File: config.mk
export PLATFORM = sky130hd
export DESIGN_NAME = i2c_xfer_seq
export DESIGN_NICKNAME = d
export VERILOG_FILES = /design/src/rtl/i2c_seq_pkg.sv /design/src/rtl/i2c_hold_buf.sv /design/src/rtl/i2c_seq_ctrl.sv /design/src/rtl/i2c_xfer_seq.sv
export SDC_FILE = /design/constraint.sdc
export NUM_CORES = 1
export LEC_CHECK = 0
export BUFFER_PORTS_ARGS = -buffer_cell sky130_fd_sc_hd__buf_2
export CORE_ASPECT_RATIO = 0.75
export CORE_MARGIN = 10
export CORE_UTILIZATION = 45
export CTS_BUF_LIST = sky130_fd_sc_hd__clkbuf_16
export CTS_CLUSTER_SIZE = 24
export DETAILED_ROUTE_END_ITERATION = 10
export HOLD_SLACK_MARGIN = 0.03
export PLACE_DENSITY = 0.7
export SYNTH_ARGS = -nofsm -noshare
export SYNTH_HDL_FRONTEND = slang
export SYNTH_HIERARCHICAL = 1
export SYNTH_SLANG_ARGS = --single-unit
export TNS_END_PERCENT = 50
File: constraint.sdc
create_clock -name clk -period 4.2 [get_ports clk]
set_input_delay 0.84 -clock clk [delete_from_list [all_inputs] [get_ports clk]]
set_output_delay 0.84 -clock clk [all_outputs]
set_load 0.02 [all_outputs]
File: src/rtl/i2c_seq_pkg.sv
package i2c_seq_pkg;
  typedef enum logic [1:0] {
    BC_START = 2'd0,
    BC_SEND  = 2'd1,
    BC_RECV  = 2'd2,
    BC_STOP  = 2'd3
  } bus_cmd_e;

  typedef enum logic [2:0] {
    S_IDLE, S_START, S_RUN, S_SEND, S_RECV, S_STOP, S_ABORT
  } seq_state_e;

  localparam int B_EN   = 15;
  localparam int B_SWAP = 14;
  localparam int B_MST  = 10;
  localparam int B_TRX  = 9;
  localparam int B_XA   = 8;
  localparam int B_RM   = 2;
  localparam int B_STP  = 1;
  localparam int B_STT  = 0;

  localparam logic [15:0] CTRL_KEEP  = 16'hCF87;
  localparam logic [15:0] CTRL_STORE = CTRL_KEEP & ~(16'h0001 << B_STT);
endpackage

File: src/rtl/i2c_hold_buf.sv
module i2c_hold_buf #(
  parameter int DEPTH = 4,
  parameter int DW    = 8,
  localparam int PW   = (DEPTH > 1) ? $clog2(DEPTH) : 1,
  localparam int LW   = $clog2(DEPTH + 1)
) (
  input  logic          clk,
  input  logic          rst,
  input  logic          push,
  input  logic [DW-1:0] push_data,
  input  logic          pop,
  output logic [DW-1:0] head,
  output logic [LW-1:0] level,
  output logic          empty,
  output logic          full
);
  logic [DW-1:0] mem [DEPTH];
  logic [PW-1:0] wptr, rptr;
  logic do_push, do_pop;

  assign empty   = (level == '0);
  assign full    = (level == LW'(DEPTH));
  assign do_push = push && !full;
  assign do_pop  = pop && !empty;
  assign head    = mem[rptr];

  function automatic logic [PW-1:0] nxt(input logic [PW-1:0] p);
    return (p == PW'(DEPTH - 1)) ? '0 : p + 1'b1;
  endfunction

  always_ff @(posedge clk) begin
    if (do_push) mem[wptr] <= push_data;
  end

  always_ff @(posedge clk) begin
    if (rst) begin
      wptr  <= '0;
      rptr  <= '0;
      level <= '0;
    end else begin
      if (do_push) wptr <= nxt(wptr);
      if (do_pop)  rptr <= nxt(rptr);
      case ({do_push, do_pop})
        2'b10:   level <= level + 1'b1;
        2'b01:   level <= level - 1'b1;
        default: level <= level;
      endcase
    end
  end
endmodule

File: src/rtl/i2c_seq_ctrl.sv
module i2c_seq_ctrl
  import i2c_seq_pkg::*;
#(
  parameter int CW = 8,
  parameter int DW = 8,
  parameter int LW = 3
) (
  input  logic          clk,
  input  logic          rst,
  input  logic          ctrl_wr,
  input  logic [15:0]   ctrl_wdata,
  input  logic          cnt_wr,
  input  logic [CW-1:0] cnt_wdata,
  input  logic [DW-2:0] slave_addr,
  input  logic          tx_push,
  input  logic          rx_pop,
  input  logic [DW-1:0] buf_head,
  input  logic [LW-1:0] buf_level,
  input  logic          buf_empty,
  input  logic          buf_full,
  output logic          buf_pop_eng,
  output logic          buf_push_eng,
  output logic          bus_cmd_valid,
  output logic [1:0]    bus_cmd,
  output logic [DW-1:0] bus_cmd_data,
  input  logic          bus_done,
  input  logic          bus_ack,
  output logic [15:0]   ctrl_q,
  output logic [CW-1:0] count_cur,
  output logic          bus_busy,
  output logic          xrdy,
  output logic          rrdy,
  output logic          ardy_evt,
  output logic          nack_evt
);
  seq_state_e    state;
  logic [CW-1:0] cnt_cfg;
  logic stop_go, send_go, recv_go, end_go, tx_idle_rpt, start_req, cmd_open;
  logic rm, stp, trx;

  assign rm  = ctrl_q[B_RM];
  assign stp = ctrl_q[B_STP];
  assign trx = ctrl_q[B_TRX];

  // next-action decision for the running transfer
  always_comb begin
    stop_go     = 1'b0;
    send_go     = 1'b0;
    recv_go     = 1'b0;
    end_go      = 1'b0;
    tx_idle_rpt = 1'b0;
    if (state == S_RUN) begin
      if (rm) begin
        stop_go     = stp;
        send_go     = !stp && trx && !buf_empty;
        recv_go     = !stp && !trx && !buf_full;
        tx_idle_rpt = !stp && trx && buf_empty;
      end else if (count_cur == '0) begin
        stop_go = stp;
        end_go  = !stp;
      end else begin
        send_go = trx && !buf_empty;
        recv_go = !trx && !buf_full;
      end
    end else if (state == S_IDLE) begin
      stop_go = bus_busy && ctrl_q[B_EN] && stp;
    end
  end

  assign buf_pop_eng  = send_go;
  assign buf_push_eng = (state == S_RECV) && bus_done;
  assign start_req    = ctrl_wr && (state == S_IDLE) && ctrl_wdata[B_EN] &&
                        ctrl_wdata[B_MST] && !ctrl_wdata[B_XA] && ctrl_wdata[B_STT];
  assign cmd_open     = bus_cmd_valid && !bus_done;

  always_ff @(posedge clk) begin
    if (rst) begin
      state         <= S_IDLE;
      ctrl_q        <= '0;
      cnt_cfg       <= '0;
      count_cur     <= '0;
      bus_busy      <= 1'b0;
      bus_cmd_valid <= 1'b0;
      bus_cmd       <= BC_START;
      bus_cmd_data  <= '0;
      xrdy          <= 1'b0;
      rrdy          <= 1'b0;
      ardy_evt      <= 1'b0;
      nack_evt      <= 1'b0;
    end else begin
      ardy_evt <= 1'b0;
      nack_evt <= 1'b0;
      if (cnt_wr)  cnt_cfg <= cnt_wdata;
      if (tx_push) xrdy <= 1'b0;
      if (rx_pop)  rrdy <= (buf_level > LW'(1));

      if (stop_go) begin
        bus_cmd_valid <= 1'b1;
        bus_cmd       <= BC_STOP;
        state         <= S_STOP;
      end
      if (send_go) begin
        bus_cmd_valid <= 1'b1;
        bus_cmd       <= BC_SEND;
        bus_cmd_data  <= buf_head;
        state         <= S_SEND;
      end
      if (recv_go) begin
        bus_cmd_valid <= 1'b1;
        bus_cmd       <= BC_RECV;
        state         <= S_RECV;
      end
      if (end_go) begin
        ardy_evt      <= 1'b1;
        ctrl_q[B_MST] <= 1'b0;
        state         <= S_IDLE;
      end
      if (tx_idle_rpt) xrdy <= 1'b1;

      if (bus_cmd_valid && bus_done) begin
        bus_cmd_valid <= 1'b0;
        case (state)
          S_START: begin
            bus_busy <= bus_ack;
            nack_evt <= !bus_ack;
            state    <= bus_ack ? S_RUN : S_IDLE;
          end
          S_SEND: begin
            if (!rm) count_cur <= count_cur - 1'b1;
            if (bus_ack) begin
              xrdy  <= rm || (count_cur != CW'(1));
              state <= S_RUN;
            end else begin
              xrdy          <= 1'b0;
              nack_evt      <= 1'b1;
              ctrl_q[B_STP] <= 1'b0;
              state         <= S_IDLE;
            end
          end
          S_RECV: begin
            if (!rm) count_cur <= count_cur - 1'b1;
            rrdy  <= 1'b1;
            state <= S_RUN;
          end
          S_STOP: begin
            bus_busy      <= 1'b0;
            ctrl_q[B_STP] <= 1'b0;
            ctrl_q[B_MST] <= 1'b0;
            count_cur     <= cnt_cfg;
            ardy_evt      <= 1'b1;
            state         <= S_IDLE;
          end
          default: state <= S_IDLE;
        endcase
      end

      // register write has the last word
      if (ctrl_wr) begin
        ctrl_q <= ctrl_wdata & CTRL_STORE;
        if (!ctrl_wdata[B_EN]) begin
          bus_busy      <= 1'b0;
          bus_cmd_valid <= cmd_open;
          state         <= cmd_open ? S_ABORT : S_IDLE;
        end else if (start_req) begin
          bus_cmd_valid <= 1'b1;
          bus_cmd       <= BC_START;
          bus_cmd_data  <= {slave_addr, ~ctrl_wdata[B_TRX]};
          count_cur     <= cnt_cfg;
          state         <= S_START;
        end
      end
    end
  end
endmodule

File: src/rtl/i2c_xfer_seq.sv
module i2c_xfer_seq #(
  parameter int DEPTH = 4,
  parameter int CW    = 8,
  parameter int DW    = 8,
  localparam int LW   = $clog2(DEPTH + 1)
) (
  input  logic          clk,
  input  logic          rst,
  input  logic          ctrl_wr,
  input  logic [15:0]   ctrl_wdata,
  input  logic          cnt_wr,
  input  logic [CW-1:0] cnt_wdata,
  input  logic [DW-2:0] slave_addr,
  input  logic          tx_push,
  input  logic [DW-1:0] tx_byte,
  input  logic          rx_pop,
  output logic [DW-1:0] rx_byte,
  output logic [LW-1:0] buf_level,
  output logic          bus_cmd_valid,
  output logic [1:0]    bus_cmd,
  output logic [DW-1:0] bus_cmd_data,
  input  logic          bus_done,
  input  logic          bus_ack,
  input  logic [DW-1:0] bus_rdata,
  output logic [15:0]   ctrl_q,
  output logic [CW-1:0] count_cur,
  output logic          bus_busy,
  output logic          xrdy,
  output logic          rrdy,
  output logic          ardy_evt,
  output logic          nack_evt
);
  logic          eng_pop, eng_push, b_empty, b_full;
  logic [DW-1:0] b_head;

  i2c_hold_buf #(.DEPTH(DEPTH), .DW(DW)) u_buf (
    .clk       (clk),
    .rst       (rst),
    .push      (eng_push || tx_push),
    .push_data (eng_push ? bus_rdata : tx_byte),
    .pop       (eng_pop || rx_pop),
    .head      (b_head),
    .level     (buf_level),
    .empty     (b_empty),
    .full      (b_full)
  );

  assign rx_byte = b_head;

  i2c_seq_ctrl #(.CW(CW), .DW(DW), .LW(LW)) u_ctrl (
    .clk           (clk),
    .rst           (rst),
    .ctrl_wr       (ctrl_wr),
    .ctrl_wdata    (ctrl_wdata),
    .cnt_wr        (cnt_wr),
    .cnt_wdata     (cnt_wdata),
    .slave_addr    (slave_addr),
    .tx_push       (tx_push),
    .rx_pop        (rx_pop),
    .buf_head      (b_head),
    .buf_level     (buf_level),
    .buf_empty     (b_empty),
    .buf_full      (b_full),
    .buf_pop_eng   (eng_pop),
    .buf_push_eng  (eng_push),
    .bus_cmd_valid (bus_cmd_valid),
    .bus_cmd       (bus_cmd),
    .bus_cmd_data  (bus_cmd_data),
    .bus_done      (bus_done),
    .bus_ack       (bus_ack),
    .ctrl_q        (ctrl_q),
    .count_cur     (count_cur),
    .bus_busy      (bus_busy),
    .xrdy          (xrdy),
    .rrdy          (rrdy),
    .ardy_evt      (ardy_evt),
    .nack_evt      (nack_evt)
  );
endmodule

======== After elaboration in Yosys (flattened, before gate mapping) ========
Memory sizes are Yosys's and may differ from the RTL's. A register that Yosys moved wholly into a read port is not among the register bits.
Cells that the tools add are included.
W data, S select, Z words.
operators by class
  $add $sub $neg .......................... 5
  order comparisons ....................... 1
  bitwise logic cells ..................... 2
  reductions and logical operators ........ 39
  equal/unequal tests ..................... 12
  muxes and demuxes ....................... 81
operator list
  cell                   number
  $mux W8                10
  $mux W1                44
  $mux W3                9
  $mux W2                11
  $logic_and A1 B1 Y1    19
  $pmux W8 S2            1
  $pmux W3 S2            2
  $mux W11               1
  $eq A3 B3 Y1 const B   3
  $logic_not A8 Y1       1
  $ne A8 B1 Y1 const B   1
  $sub A8 B1 Y8 const B  1
  $logic_not A1 Y1       7
  $eq A2 B2 Y1 const B   3
  $eq A3 B2 Y1 const B   2
  $logic_not A3 Y1       2
  $pmux W1 S2            3
  $reduce_or A2 Y1       3
  $add A2 B1 Y2 const B  2
  $reduce_bool A2 Y1     2
  $add A3 B1 Y3 const B  1
  $eq A3 B1 Y1 const B   1
  $gt A3 B1 Y1 const B   1
  $logic_or A1 B1 Y1     3
  other kinds (6)        7
word-level totals
  bits in registers ....................... 51
  memories ................................ 1
  output and inout port bits .............. 51
  bits in writable memories ............... 32
  logic and storage cells ................. 158
memories
  memory     depth  width  rd ports  clocked after memory_dff  wr ports  RTL line            RTL
  u_buf.mem  4      8      1         1                         1         i2c_hold_buf.sv:17  logic [DW-1:0] mem [DEPTH];

======== Longest topological paths before layout ========
Gate-level depths: netlist (run 1).
  word-level depth ........................ 13
  mapped depth ............................ 16
  mapped depth without buffers ............ 15

======== Modules after synthesis ========
The synthesis (run 1) kept the hierarchy.
by module, submodules not included
  module        cells each  area an instance (um^2)  times used
  i2c_seq_ctrl  260         2217.1                   1
  i2c_hold_buf  96          1647.8                   1
  i2c_xfer_seq  11          143.9                    1

======== Least setup slack after synthesis (run 1) ========
OpenSTA, ideal clock, no wires.
  kind .................................... register -> register
  from .................................... register u_ctrl.count_cur[0]
  to ...................................... register u_buf.level[2]
  data arrival time ....................... 3.176 ns
  stages on the path, launching flop included .. 17
  library setup time ...................... 0.070 ns
  setup slack ............................. 0.954 ns
  cell sequence ........................... dfxtp_1 inv_1 ha_1 or4b_1 nor2_2 a2111o_1 buf_4 inv_2 or2_2 o31ai_1 inv_1 ha_1 inv_1 fa_1 xor2_1 or3_2 a21oi_1
between the ends
  cells in the longest elaborated chain, start to end .. 8
  elaborated cells between the ends (all ways) .. 10
  those cells by class .................... 2 x eq/ne; 4 x mux; 4 x reduce/logical
RTL lines
  item                                               RTL line             RTL
  start: declaration                                 i2c_seq_ctrl.sv:29   output logic [CW-1:0] count_cur,
  start signal: assignment                           i2c_seq_ctrl.sv:129  if (!rm) count_cur <= count_cur - 1'b1;
  start signal: assignment                           i2c_seq_ctrl.sv:141  if (!rm) count_cur <= count_cur - 1'b1;
  start signal: assignment                           i2c_seq_ctrl.sv:149  count_cur <= cnt_cfg;
  $logic_not A8 Y1 (*)                               i2c_seq_ctrl.sv:58   end else if (count_cur == '0) begin
  $mux W1 (*)                                        i2c_seq_ctrl.sv:58
  $mux W1 (*)                                        i2c_seq_ctrl.sv:53   if (rm) begin
  $mux W1 (*)                                        i2c_seq_ctrl.sv:52   if (state == S_RUN) begin
  named net eng_pop                                  i2c_xfer_seq.sv:33   logic eng_pop, eng_push, b_empty, b_full;
  $logic_or A1 B1 Y1 (*)                             i2c_xfer_seq.sv:41   .pop (eng_pop || rx_pop),
  $logic_and A1 B1 Y1 (*)                            i2c_hold_buf.sv:24   assign do_pop = pop && !empty;
  $eq A2 B1 Y1 or $eq A2 B2 Y1 (tied branches)       i2c_hold_buf.sv:43   case ({do_push, do_pop})
  $pmux W3 S2 or $reduce_bool A2 Y1 (tied branches)  n/a
  end signal: assignment                             i2c_hold_buf.sv:44   2'b10: level <= level + 1'b1;
  end signal: assignment                             i2c_hold_buf.sv:45   2'b01: level <= level - 1'b1;
  end signal: assignment                             i2c_hold_buf.sv:46   default: level <= level;
  end: declaration                                   i2c_hold_buf.sv:13   output logic [LW-1:0] level,
Mark *: on every way through the listed nets, which the timed path passes. The rest lies on a longest branch.
A chain may end at the register's enable or synchronous reset.

======== Worst setup path after layout (run 1) ========
Same ends and word-level chain as after synthesis.

==> results of run 1 <==
-- layout make-up --
cell class | count | area, sq um | share of cell area, %
Sequential cell | 85 | 2022 | 41.95
Multi-Input combinational cell | 244 | 1800 | 37.36
Timing Repair Buffer | 96 | 490.5 | 10.18
Clock buffer | 9 | 225.2 | 4.673
Tap cell | 108 | 135.1 | 2.804
Clock inverter | 7 | 82.58 | 1.713
Inverter | 17 | 63.81 | 1.324
-- metrics by stage --
stage	std cells	area, sq um	hold slack (ns)
after floorplan	373	4031	0.4266
after global placement	550	4512	0.4420
after detailed placement	550	4512	0.4455
after CTS	566	4820	0.4543
after global routing	566	4820	0.4693
final	566	4820	0.4512
-- flip-flops by register name, summed over array words and instances (netlist names), 2 cells and up, named ones only --
signal	flops
u_buf/level	3
u_buf/mem	32
u_buf/rptr	2
u_buf/wptr	2
u_ctrl/bus_cmd	2
u_ctrl/bus_cmd_data	8
u_ctrl/cnt_cfg	8
u_ctrl/count_cur	8
u_ctrl/ctrl_q	9
u_ctrl/state	3
-- tightest hold or removal path: stages, from the launching register on --
cell and delay, ns:
sky130_fd_sc_hd__dfxtp_1 0.31, sky130_fd_sc_hd__nand2_1 0.05, sky130_fd_sc_hd__o21ai_1 0.05
-- synthesized netlist by cell type, types with 2 or more instances --
library cell	number	area share (%)
sky130_fd_sc_hd__a211oi_1	11	2.1
sky130_fd_sc_hd__or4_4	2	0.56
sky130_fd_sc_hd__or3_1	3	0.47
sky130_fd_sc_hd__o21bai_1	3	0.56
sky130_fd_sc_hd__nor2_1	39	3.7
sky130_fd_sc_hd__nand3_1	3	0.37
sky130_fd_sc_hd__buf_6	2	0.56
sky130_fd_sc_hd__nor3_1	15	1.9
sky130_fd_sc_hd__inv_2	2	0.19
sky130_fd_sc_hd__nand2_1	17	1.6
sky130_fd_sc_hd__nor3b_1	2	0.37
sky130_fd_sc_hd__inv_1	15	1.4
sky130_fd_sc_hd__buf_2	3	0.37
sky130_fd_sc_hd__o21ai_1	9	1.1
sky130_fd_sc_hd__buf_1	5	0.47
sky130_fd_sc_hd__and3_1	4	0.62
sky130_fd_sc_hd__nand3b_1	2	0.37
sky130_fd_sc_hd__mux2_4	8	3.0
sky130_fd_sc_hd__o31ai_1	2	0.37
sky130_fd_sc_hd__dfxtp_1	53	26
sky130_fd_sc_hd__o21ai_0	8	1.0
sky130_fd_sc_hd__ha_1	8	2.5
sky130_fd_sc_hd__a221oi_1	2	0.44
sky130_fd_sc_hd__clkbuf_1	9	0.84
sky130_fd_sc_hd__buf_4	8	1.5
sky130_fd_sc_hd__o31a_1	2	0.44
sky130_fd_sc_hd__and3_2	2	0.37
sky130_fd_sc_hd__edfxtp_1	32	24
sky130_fd_sc_hd__or4b_1	2	0.50
sky130_fd_sc_hd__a21o_1	3	0.56
sky130_fd_sc_hd__nor2b_1	2	0.31
sky130_fd_sc_hd__or4_1	3	0.56
sky130_fd_sc_hd__mux2i_1	25	6.2
sky130_fd_sc_hd__mux4_2	8	4.5
sky130_fd_sc_hd__a21oi_1	15	1.9
sky130_fd_sc_hd__nand2b_1	5	0.78
sky130_fd_sc_hd__xor2_1	3	0.66
sky130_fd_sc_hd__a2bb2oi_1	2	0.44
-- power by group through the flow --
stage	clock (W)	sequential [W]	combinational, W
finish	0.000806	0.000990	0.000423
floorplan	0	0.000998	0.000300
detailed placement	0	0.00101	0.000420
global placement	0	0.00100	0.000408
CTS	0.000827	0.000990	0.000424
global route	0.000863	0.00100	0.000461
-- logic make-up (layout without fill, tap and decap cells) --
logic type | Yosys count | after routing | synth area share, %
AND/OR/NAND/NOR | 114 | 114 | 15.01
flip-flops | 85 | 85 | 50.44
AO/OA/AOI/OAI | 70 | 70 | 11.74
buffers and inverters | 44 | 129 | 5.337
multiplexers | 41 | 41 | 13.73
adder cells (fa/ha/maj) | 9 | 9 | 2.996
XOR/XNOR | 3 | 3 | 0.6556
other | 1 | 7 | 0.09354
-- layout by cell type, fill, tap and decap left out, types with 4 or more instances in the layout --
master	synthesis	layout
sky130_fd_sc_hd__and3_1	4	4
sky130_fd_sc_hd__nand2b_1	5	5
sky130_fd_sc_hd__ha_1	8	8
sky130_fd_sc_hd__a21oi_1	15	15
sky130_fd_sc_hd__mux2i_1	25	25
sky130_fd_sc_hd__nor3_1	15	14
sky130_fd_sc_hd__nand2_1	17	17
sky130_fd_sc_hd__dfxtp_1	53	53
sky130_fd_sc_hd__edfxtp_1	32	32
sky130_fd_sc_hd__mux4_2	8	8
sky130_fd_sc_hd__mux2_4	8	8
sky130_fd_sc_hd__buf_4	8	4
sky130_fd_sc_hd__o21ai_1	9	9
sky130_fd_sc_hd__clkbuf_16	0	9
sky130_fd_sc_hd__conb_1	1	7
sky130_fd_sc_hd__inv_1	15	17
sky130_fd_sc_hd__a211oi_1	11	11
sky130_fd_sc_hd__o21ai_0	8	8
sky130_fd_sc_hd__buf_2	3	92
sky130_fd_sc_hd__nor2_1	39	39
-- worst paths after layout --
check | startpoint | endpoint | slack (ns) | depth (start not counted)
worst max-delay path | u_ctrl/count_cur[0]$_SDFF_PP0_ | u_buf/level[2]$_SDFFE_PP0P_ | 0.89 | 15
worst min-delay path | u_ctrl/cnt_cfg[3]$_SDFFE_PP0P_ | u_ctrl/count_cur[3]$_SDFF_PP0_ | 0.45 | 2
worst max register to register | u_ctrl/count_cur[0]$_SDFF_PP0_ | u_buf/level[2]$_SDFFE_PP0P_ | 0.89 | 15
worst min register to register | u_ctrl/cnt_cfg[3]$_SDFFE_PP0P_ | u_ctrl/count_cur[3]$_SDFF_PP0_ | 0.45 | 2
-- layer usage --
layer	vias up	global-route usage (%)
li1	1503	-
met1	1496	20.73
met2	142	23.77
met3	6	5.793
met4	0	3.400
met5	-	0
==> results by group, run 1 <==
Detailed routing
  – First-pass DRT Iterations: 5
  – Number of antenna-violating nets in the routed design: 0
  – DRC violation total after the first TritonRoute iteration: about 230
  – Amount of wire on met2 after detailed routing: between 4 and 5 mm
  – Vias/cell: 5.560
  – Vias: between 3000 and 4000
  – Post-route met1 wirelength: approximately 4.5 mm
  – Drc violations: 0
  – Highest routed layer: met4
  – Final routed wire length divided by cell count: roughly 18 um
  – Met3 routed WL: ~1000 um
  – Total routed wirelength: around 10 mm

Clock tree
  – Number of buffers between clock root and the deepest sink: 2
  – Number of buffers created by CTS: 9
  – Root cell of the clock tree: sky130_fd_sc_hd__clkbuf_16
  – Clock Sink Count: 85
  – Post-cts sizing count: 0
  – Clock-pin slew reported for the worst setup and hold paths after clock tree synthesis: about 0.060 ns
  – Hold_buf cts: 0
  – H-Tree Depth: 3
  – Buffers inserted during post-CTS setup optimization: 0
  – TritonCTS clock tree: built
  – Clock latency of the later-clocked register in the worst-skew pair: 0.33 ns

Critical path
  – Start-to-end type of the worst setup path: reg2reg
  – Slowest-stage cell, CP: sky130_fd_sc_hd__or4b_1
  – Worst Path Required: approximately 4.5 ns
  – Crit-path max FO: 6
  – Element type at the critical path start: flop
  – Most frequent cell on the critical path: sky130_fd_sc_hd__inv_1
  – Crit-path leading delay family: simple AND/OR/NAND/NOR gates
  – Critical path data arrival time: approximately 3.6 ns
  – Category of the worst setup path capture point: flop
  – Worst Path Buf+Inv: 4
  – Worst path cell trace: inv_1, ha_1, or4b_1, nor2_2, a2111o_1, inv_2, or2_2, o31ai_1, inv_1, ha_1, inv_1, fa_1, xor2_1, or3_2, a21oi_1
  – Stage delay of the slowest cell on the critical path: between 0.5 and 0.6 ns

Timing
  – Worst setup margin: approximately 0.89 ns
  – Finish-stage setup viols: 0
  – Worst setup skew after layout: roughly 0.0075 ns
  – Worst slew slack as a fraction of its limit: 37.98%
  – Number of hold-slack violations in the final timing report: 0
  – Worst Max-Slew Pin Slew: 0.9303 ns
  – Setup repair after global routing missed its margin: no
  – Max Transition Viols Final: 0
  – Achievable clock frequency: between 300 and 400 MHz
  – Minimum period implied by the final worst setup slack: approximately 3.3 ns
  – Accumulated negative setup slack: 0 ns
  – Share of the clock period used by the worst path after layout: 78.89%

Yosys
  – Synth Area per Inst: between 10 and 15 sq um
  – Ys async rst share: 0%
  – Synth unique cells: 66
  – Total of flip-flops plus latches after synthesis: 85
  – Number of enable-type register cells in the synthesized netlist: 32
  – Synth Flop Type: sky130_fd_sc_hd__dfxtp_1
  – Yosys warning count: 6
  – Proportion of synthesized chip area in sequential cells: about half
  – Post-Syn Area: 4009 sq um
  – Number of instances in the synthesized netlist: 367

Placed design
  – Final HPWL DP: ~7.6 mm
  – Minimum setup slack after placement: 0.9152 ns
  – Final weighted congestion in routability-driven placement: roughly 0.83
  – Buffers on Ports: a little over 90

Layout
  – Utilization after layout: a little under three fifths
  – Fill cells: 759
  – Area Growth Syn to Fin: 20.22%
  – Antenna diodes: 0
  – Share of post-route cells with drive strength above 1: a little under a third
  – Nets@finish: 517

Power
  – Switching power of the nets: roughly 0.0006 W
  – Areal power density over the cells: around 460 nW/um^2
  – Relative contribution of sequential cells to total power: approximately 45%
  – Proportion of power drawn by the clock network: between 30 and 40%
  – Static leakage: between 2 and 2.5 nW
  – Peak supply drop: approximately 0.0003 V
  – Design Power: between 0.002 and 0.0025 W
  – Internal power: 0.001615 W
  – Combinational share of power: 19.1%
  – Switch share: between 20% and 30%

Die
  – Die Footprint: 13120 sq um
  – Starting density of the core: 46.81%
  – Row count: 29
  – Ports placed on the boundary: roughly 110
  – Height of the die: approximately 100 um
  – Area of the core: between 8000 and 9000 sq um
  – Width of the chip: approximately 130 um

Hold path
  – Worst min path class: reg2reg

GRT
  – Number of antenna violations at the first check in global routing: 0
  – Total gr overflow: 0
  – Global-route wire length before repair: 16.08 mm
  – Vias in the first global route: 3063
  – Total track usage: 15.60%
  – Largest net degree at the start of global routing: 47

Flow run
  – # Max-Cap Violations: 0

Outcome
  – Result of the run: complete, no violations
(Power assumes the default switching activity.)
==> run 2: changes to the inputs <==
==> constraint.sdc (replaced) <==
create_clock -name clk -period 3.3 [get_ports clk]
set_input_delay 0.66 -clock clk [delete_from_list [all_inputs] [get_ports clk]]
set_output_delay 0.66 -clock clk [all_outputs]
set_load 0.02 [all_outputs]
==> results by group, run 2 (synthesized netlist as in run 1, its figures left out) <==
Layout
  – Max reg flops: 32
  – Number of standard cells in the final layout excluding fillers: approximately 570
  – Largest reg by FF count: u_buf/mem
  – Commonest non-fill, non-tap cells in the layout: 92 x sky130_fd_sc_hd__buf_2, 51 x sky130_fd_sc_hd__dfxtp_1, 39 x sky130_fd_sc_hd__nor2_1
  – Nets@finish: approximately 520
  – Most frequent standard cell in the layout excluding fill and tap cells: sky130_fd_sc_hd__buf_2
  – Fill cells: 739
  – Antenna diodes: 0
  – Registers with the highest flip-flop counts: u_buf/mem x32, u_ctrl/ctrl_q x9
  – Area Growth Syn to Fin: 21.44%
  – Utilization after layout: 56.85%
  – Share of post-route cells with drive strength above 1: 32.33%
  – Layout Cell Area excl Fill: 4868 sq um

Clock tree
  – Clock-pin slew reported for the worst setup and hold paths after clock tree synthesis: about 0.060 ns
  – Number of buffers created by CTS: 9
  – Root cell of the clock tree: sky130_fd_sc_hd__clkbuf_16
  – H-Tree Depth: 3
  – Clock Sink Count: between 80 and 90
  – Hold_buf cts: 0
  – TritonCTS clock tree: built
  – Clock latency of the later-clocked register in the worst-skew pair: 0.33 ns
  – Number of buffers between clock root and the deepest sink: 2

Critical path
  – Critical path data arrival time: between 3 and 4 ns
  – Worst path cell trace: inv_1, ha_1, or4b_4, nor2_4, a2111o_1, inv_2, or2_2, o31ai_1, inv_1, ha_1, inv_1, fa_1, xor2_1, or3_2, a21oi_1
  – Category of the worst setup path capture point: flop
  – Stage delay of the slowest cell on the critical path: just under 0.5 ns
  – Worst Path Required: 3.56 ns
  – Element type at the critical path start: flop
  – Slowest-stage cell, CP: sky130_fd_sc_hd__or4b_4
  – Most frequent cell on the critical path: sky130_fd_sc_hd__inv_1
  – Start-to-end type of the worst setup path: reg2reg
  – Crit-path max FO: 5

Outcome
  – Result of the run: complete, no violations

Timing
  – Share of the clock period used by the worst path after layout: 93.83%
  – Setup repair after global routing missed its margin: no
  – Worst Max-Slew Pin Slew: approximately 0.89 ns
  – Worst setup skew after layout: about 0.0053 ns
  – Accumulated negative setup slack: 0 ns
  – Minimum period implied by the final worst setup slack: about 3.1 ns
  – Finish-stage setup viols: 0
  – Max Transition Viols Final: 0
  – Achievable clock frequency: between 300 and 400 MHz
  – Worst slew slack as a fraction of its limit: 38.91%
  – Number of hold-slack violations in the final timing report: 0

Placed design
  – Final HPWL DP: 7.786 mm
  – Number of cells after detailed placement: 556
  – Final weighted congestion in routability-driven placement: roughly 0.85
  – Buffers on Ports: between 90 and 100
  – Placed inst area: between 4000 and 5000 sq um

Detailed routing
  – Final routed wire length divided by cell count: 18.02 um
  – Amount of wire on met2 after detailed routing: between 4 and 5 mm
  – Highest routed layer: met4
  – DRC violation total after the first TritonRoute iteration: approximately 230
  – Post-route met1 wirelength: between 4 and 5 mm
  – Total routed wirelength: roughly 10 mm
  – Met3 routed WL: 875 um
  – Drc violations: 0
  – First-pass DRT Iterations: 5
  – Number of antenna-violating nets in the routed design: 0
  – Vias/cell: between 5 and 6
  – Vias: roughly 3200

Die
  – Starting density of the core: between 40% and 50%
  – Width of the chip: approximately 130 um
  – Height of the die: approximately 100 um
  – Die Footprint: ~13000 sq um
  – Area of the core: ~8600 sq um
  – Row count: 29
  – Ports placed on the boundary: around 110

GRT
  – Number of antenna violations at the first check in global routing: 0
  – Total gr overflow: 0
  – Largest net degree at the start of global routing: 26
  – Total track usage: between 10% and 20%
  – Global-route wire length before repair: 16.50 mm
  – Vias in the first global route: roughly 3200

Hold path
  – Worst min path class: reg2reg

Power
  – Design Power: 0.002809 W
  – Peak supply drop: between 0.0005 and 0.0006 V
  – Areal power density over the cells: slightly below 600 nW/um^2
  – Static leakage: ~2.1 nW

Flow run
  – # Max-Cap Violations: 0
==> run 2: power breakdown <==
group | internal (W) | switching (W)
registers | 0.00118 | 0.0000795
clock network | 0.000590 | 0.000411
logic | 0.000235 | 0.000316
total | 0.00200 | 0.000807
==> run 2: path summary, 6_finish.rpt <==
path,from,to,depth (start not counted),slack [ns]
worst min register to register,u_ctrl/cnt_cfg[2]$_SDFFE_PP0P_,u_ctrl/count_cur[2]$_SDFF_PP0_,2,0.45
worst max-delay path,u_ctrl/count_cur[1]$_SDFF_PP0_,u_buf/level[2]$_SDFFE_PP0P_,15,0.20
worst max register to register,u_ctrl/count_cur[1]$_SDFF_PP0_,u_buf/level[2]$_SDFFE_PP0P_,15,0.20
worst min-delay path,u_ctrl/cnt_cfg[2]$_SDFFE_PP0P_,u_ctrl/count_cur[2]$_SDFF_PP0_,2,0.45
==> run 2: area by class of cell <==
class / count / area [sq um] / area share [%]
clock buffer: 9 / 225.2 / 4.626
clock inverter: 7 / 75.07 / 1.542
inverter: 17 / 63.81 / 1.311
multi-input combinational: 244 / 1809 / 37.16
sequential: 85 / 2024 / 41.58
tap: 108 / 135.1 / 2.776
timing repair buffer: 102 / 535.5 / 11.00
==> run 2: metrics by stage <==
stage | setup slack [ns] | hold WS, ns
after floorplan | 0.05382 | 0.4266
after global placement | 0.3050 | 0.4430
after detailed placement | 0.1661 | 0.4362
after CTS | 0.1225 | 0.4488
after global routing | 0.01867 | 0.4660
final | 0.2036 | 0.4505
==> run 2: critical path: cells and delay by family, from the launching register on <==
| kind | cells | cell delay (ns) |
|---|---|---|
| AOI/OAI and AO/OA | 3 | 0.40 |
| xor gates and xnor gates | 1 | 0.07 |
| adders and majority gates | 3 | 0.57 |
| buffers and inverters | 4 | 0.31 |
| DFF | 1 | 0.35 |
| and+or+nand+nor | 4 | 1.32 |
==> run 2: repair_timing <==
| item | 4_1_cts | 5_1_grt |
|---|---|---|
| setup buffers | 0 | 0 |
| resized for setup | 0 | 4 |
| setup endpoints to repair | 0 | 1 |
==> run 2: metal layers <==
| metal | global-route usage, % | vias up |
|---|---|---|
| li1 | - | 1515 |
| met1 | 20.77 | 1502 |
| met2 | 24.72 | 131 |
| met3 | 5.480 | 12 |
| met4 | 4.446 | 0 |
| met5 | 0 | - |
==> run 3: changes to the inputs <==
--- a/config.mk
+++ b/config.mk
@@ -5,6 +5,7 @@
 export SDC_FILE = /design/constraint.sdc
 export NUM_CORES = 1
 export LEC_CHECK = 0
+export ABC_AREA = 1
 export BUFFER_PORTS_ARGS = -buffer_cell sky130_fd_sc_hd__buf_2
 export CORE_ASPECT_RATIO = 0.75
 export CORE_MARGIN = 10
==> results by group, run 3 <==
Critical path
  – Crit-path leading delay family: simple AND/OR/NAND/NOR gates
  – Element type at the critical path start: flop
  – Crit-path max FO: 9
  – Category of the worst setup path capture point: flop
  – Slowest-stage cell, CP: sky130_fd_sc_hd__dfxtp_1
  – Stage delay of the slowest cell on the critical path: about 0.42 ns
  – Worst path cell trace: inv_1, nand2_1, inv_1, nor3b_1, nand3_2, inv_2, or2_2, inv_1, nor2_1, ha_1, inv_1, fa_1, inv_1, nand2_1, nand3_1, nand2_1, inv_1, nor2_1
  – Critical path data arrival time: between 3 and 4 ns
  – Most frequent cell on the critical path: sky130_fd_sc_hd__inv_1
  – Start-to-end type of the worst setup path: reg2reg
  – Worst Path Buf+Inv: 7
  – Worst Path Required: 3.55 ns

Layout
  – Number of standard cells in the final layout excluding fillers: between 700 and 800
  – Max reg flops: 32
  – Most frequent standard cell in the layout excluding fill and tap cells: sky130_fd_sc_hd__buf_2
  – Antenna diodes: 0
  – Utilization after layout: a little over half
  – Nets@finish: approximately 660
  – Layout Cell Area excl Fill: approximately 5000 sq um
  – Share of post-route cells with drive strength above 1: 26.42%
  – Registers with the highest flip-flop counts: u_buf/mem x32, u_ctrl/ctrl_q x9
  – Largest reg by FF count: u_buf/mem
  – Commonest non-fill, non-tap cells in the layout: 92 x sky130_fd_sc_hd__buf_2, 82 x sky130_fd_sc_hd__nor2_1, 74 x sky130_fd_sc_hd__nand2_1
  – Fill cells: ~840
  – Area Growth Syn to Fin: 19.12%

Outcome
  – Result of the run: complete, no violations

Yosys
  – Share of synthesized cell area in and, or, nand and nor gates: between 20% and 30%
  – Post-Syn Area: just over 4000 sq um
  – Synth Area per Inst: between 8 and 9 sq um
  – Multiplexer share of the synthesized area: 0%
  – Adder and majority gate portion of the synthesized area: 2.899%
  – Synthesized-area fraction occupied by ao, oa, aoi and oai cells: about 14%
  – Number of enable-type register cells in the synthesized netlist: 32
  – Top post-synthesis cells by area: sky130_fd_sc_hd__dfxtp_1 26%, sky130_fd_sc_hd__edfxtp_1 23%, sky130_fd_sc_hd__nor2_1 7.4%
  – Fraction of post-synthesis cell area in the top cell type by area: around 26%
  – Synth Flop Type: sky130_fd_sc_hd__dfxtp_1
  – Yosys warning count: 6
  – Total of flip-flops plus latches after synthesis: between 80 and 90
  – Post-synthesis cell type with the largest combined area: sky130_fd_sc_hd__dfxtp_1
  – Number of instances in the synthesized netlist: between 400 and 500
  – Xor and xnor area share after synthesis: 0%
  – Ys async rst share: 0%
  – Synth unique cells: 45
  – Proportion of synthesized chip area in sequential cells: 48.81%
  – Top cells by count, synth: 82 x sky130_fd_sc_hd__nor2_1, 74 x sky130_fd_sc_hd__nand2_1, 53 x sky130_fd_sc_hd__dfxtp_1
  – Dominant combinational cell family by area after synthesis: simple AND/OR/NAND/NOR gates
  – Most numerous cell in the Yosys netlist: sky130_fd_sc_hd__nor2_1

Power
  – Relative contribution of sequential cells to total power: a little over two fifths
  – Switching power of the nets: between 0.0009 and 0.001 W
  – Internal power: roughly 0.0019 W
  – Static leakage: roughly 2.3 nW
  – Proportion of power drawn by the clock network: between 30% and 40%
  – Combinational share of power: between 20% and 30%
  – Areal power density over the cells: between 500 and 600 nW/um^2
  – Design Power: 0.002896 W
  – Switch share: around 34%
  – Peak supply drop: approximately 0.00038 V

Die
  – Area of the core: 9009 sq um
  – Ports placed on the boundary: between 100 and 150
  – Die Footprint: 13480 sq um
  – Height of the die: ~100 um
  – Starting density of the core: around 46%
  – Row count: 30
  – Width of the chip: 130.8 um

Clock tree
  – Clock latency of the later-clocked register in the worst-skew pair: about 0.34 ns
  – Post-cts sizing count: 0
  – Root cell of the clock tree: sky130_fd_sc_hd__clkbuf_16
  – Buffers inserted during post-CTS setup optimization: 0
  – TritonCTS clock tree: built
  – Clock Sink Count: 85
  – H-Tree Depth: 3
  – Clock-pin slew reported for the worst setup and hold paths after clock tree synthesis: around 0.070 ns
  – Number of buffers created by CTS: 9
  – Hold_buf cts: 0
  – Number of buffers between clock root and the deepest sink: 2

Timing
  – Worst slew slack as a fraction of its limit: between 50 and 60%
  – Share of the clock period used by the worst path after layout: between 80% and 90%
  – Worst setup skew after layout: ~0.0093 ns
  – Worst Max-Slew Pin Slew: 0.6038 ns
  – Achievable clock frequency: ~350 MHz
  – Max Transition Viols Final: 0
  – Accumulated negative setup slack: 0 ns
  – Finish-stage setup viols: 0
  – Setup repair after global routing missed its margin: no
  – Minimum period implied by the final worst setup slack: about 2.8 ns
  – Number of hold-slack violations in the final timing report: 0

Detailed routing
  – Amount of wire on met2 after detailed routing: approximately 5.3 mm
  – Vias: 3668
  – Final routed wire length divided by cell count: ~16 um
  – Number of antenna-violating nets in the routed design: 0
  – Post-route met1 wirelength: 4.956 mm
  – Total routed wirelength: approximately 11 mm
  – DRC violation total after the first TritonRoute iteration: around 290
  – Drc violations: 0
  – Highest routed layer: met4
  – Met3 routed WL: a little under 1 mm
  – First-pass DRT Iterations: 5
  – Vias/cell: between 5 and 6

Placed design
  – Placed inst area: around 4700 sq um
  – Number of cells after detailed placement: 694
  – Final weighted congestion in routability-driven placement: between 0.8 and 0.9
  – Buffers on Ports: between 90 and 100
  – Final HPWL DP: ~8.7 mm

GRT
  – Total gr overflow: 0
  – Total track usage: between 10% and 20%
  – Vias in the first global route: between 3000 and 4000
  – Largest net degree at the start of global routing: 33
  – Global-route wire length before repair: 17.81 mm
  – Number of antenna violations at the first check in global routing: 0

Flow run
  – # Max-Cap Violations: 0

Hold path
  – Worst min path class: reg2reg
==> run 3: cell types whose count changed after synthesis, moves of 14 or more <==
cell / delta
sky130_fd_sc_hd__nor3_1: -14
sky130_fd_sc_hd__nor2_1: +43
sky130_fd_sc_hd__inv_1: +28
sky130_fd_sc_hd__nand3_1: +24
sky130_fd_sc_hd__nand2_1: +57
sky130_fd_sc_hd__o21ai_0: +31
sky130_fd_sc_hd__mux2i_1: -25
==> run 3: kinds of logic after synthesis <==
kind of cell,Yosys count
buffers and inverters,74
and+or+nand+nor,225
DFF,85
AOI/OAI and AO/OA,102
adders and majority gates,9
other,1
==> run 3: final timing paths <==
check                                 from                             to  slack, ns  depth (start not counted)
max            u_buf/level[2]$_SDFFE_PP0P_    u_buf/level[2]$_SDFFE_PP0P_       0.48                         18
min          u_ctrl/ctrl_q[8]$_SDFFE_PP0P_  u_ctrl/ctrl_q[8]$_SDFFE_PP0P_       0.46                          2
max reg2reg    u_buf/level[2]$_SDFFE_PP0P_    u_buf/level[2]$_SDFFE_PP0P_       0.48                         18
min reg2reg  u_ctrl/ctrl_q[8]$_SDFFE_PP0P_  u_ctrl/ctrl_q[8]$_SDFFE_PP0P_       0.46                          2
==> run 3: power groups by stage <==
| stage | clock network [W] | logic [W] | registers [W] |
|---|---|---|---|
| floorplan | 0 | 0.000466 | 0.00129 |
| global placement | 0 | 0.000685 | 0.00129 |
| detailed placement | 0 | 0.000704 | 0.00129 |
| CTS | 0.000937 | 0.000709 | 0.00127 |
| global route | 0.000982 | 0.000779 | 0.00128 |
| finish | 0.000922 | 0.000707 | 0.00127 |
==> run 3: worst reg2reg max path: cells and delay by family (launching register included) <==
kind	cells	cell delay, ns
AND/OR/NAND/NOR	9	1.10
adder cells (fa/ha/maj)	2	0.59
flip-flops	1	0.42
buffers and inverters	7	0.61
==> run 3: through the flow <==
stage / setup WS [ns] / hold WS [ns]
floorplan: 0.7832 / 0.4397
global placement: 0.6320 / 0.4488
detailed placement: 0.5625 / 0.4559
CTS: 0.5321 / 0.4652
global route: 0.2312 / 0.4924
finish: 0.4818 / 0.4650
==> run 3: routing by layer <==
layer | global-route usage, % | up-vias
li1 | - | 1828
met1 | 21.62 | 1703
met2 | 27.03 | 125
met3 | 4.933 | 12
met4 | 4.859 | 0
met5 | 0 | -
==> run 3: cell type report <==
type	count	area (sq um)	area share [%]
repair buffers	98	505.5	10.24
multi-input cells	343	1784	36.16
flip-flops and latches	85	2022	40.97
clock buffers	9	225.2	4.564
inverters	56	215.2	4.361
clock inverters	7	42.54	0.8621
well taps	112	140.1	2.840
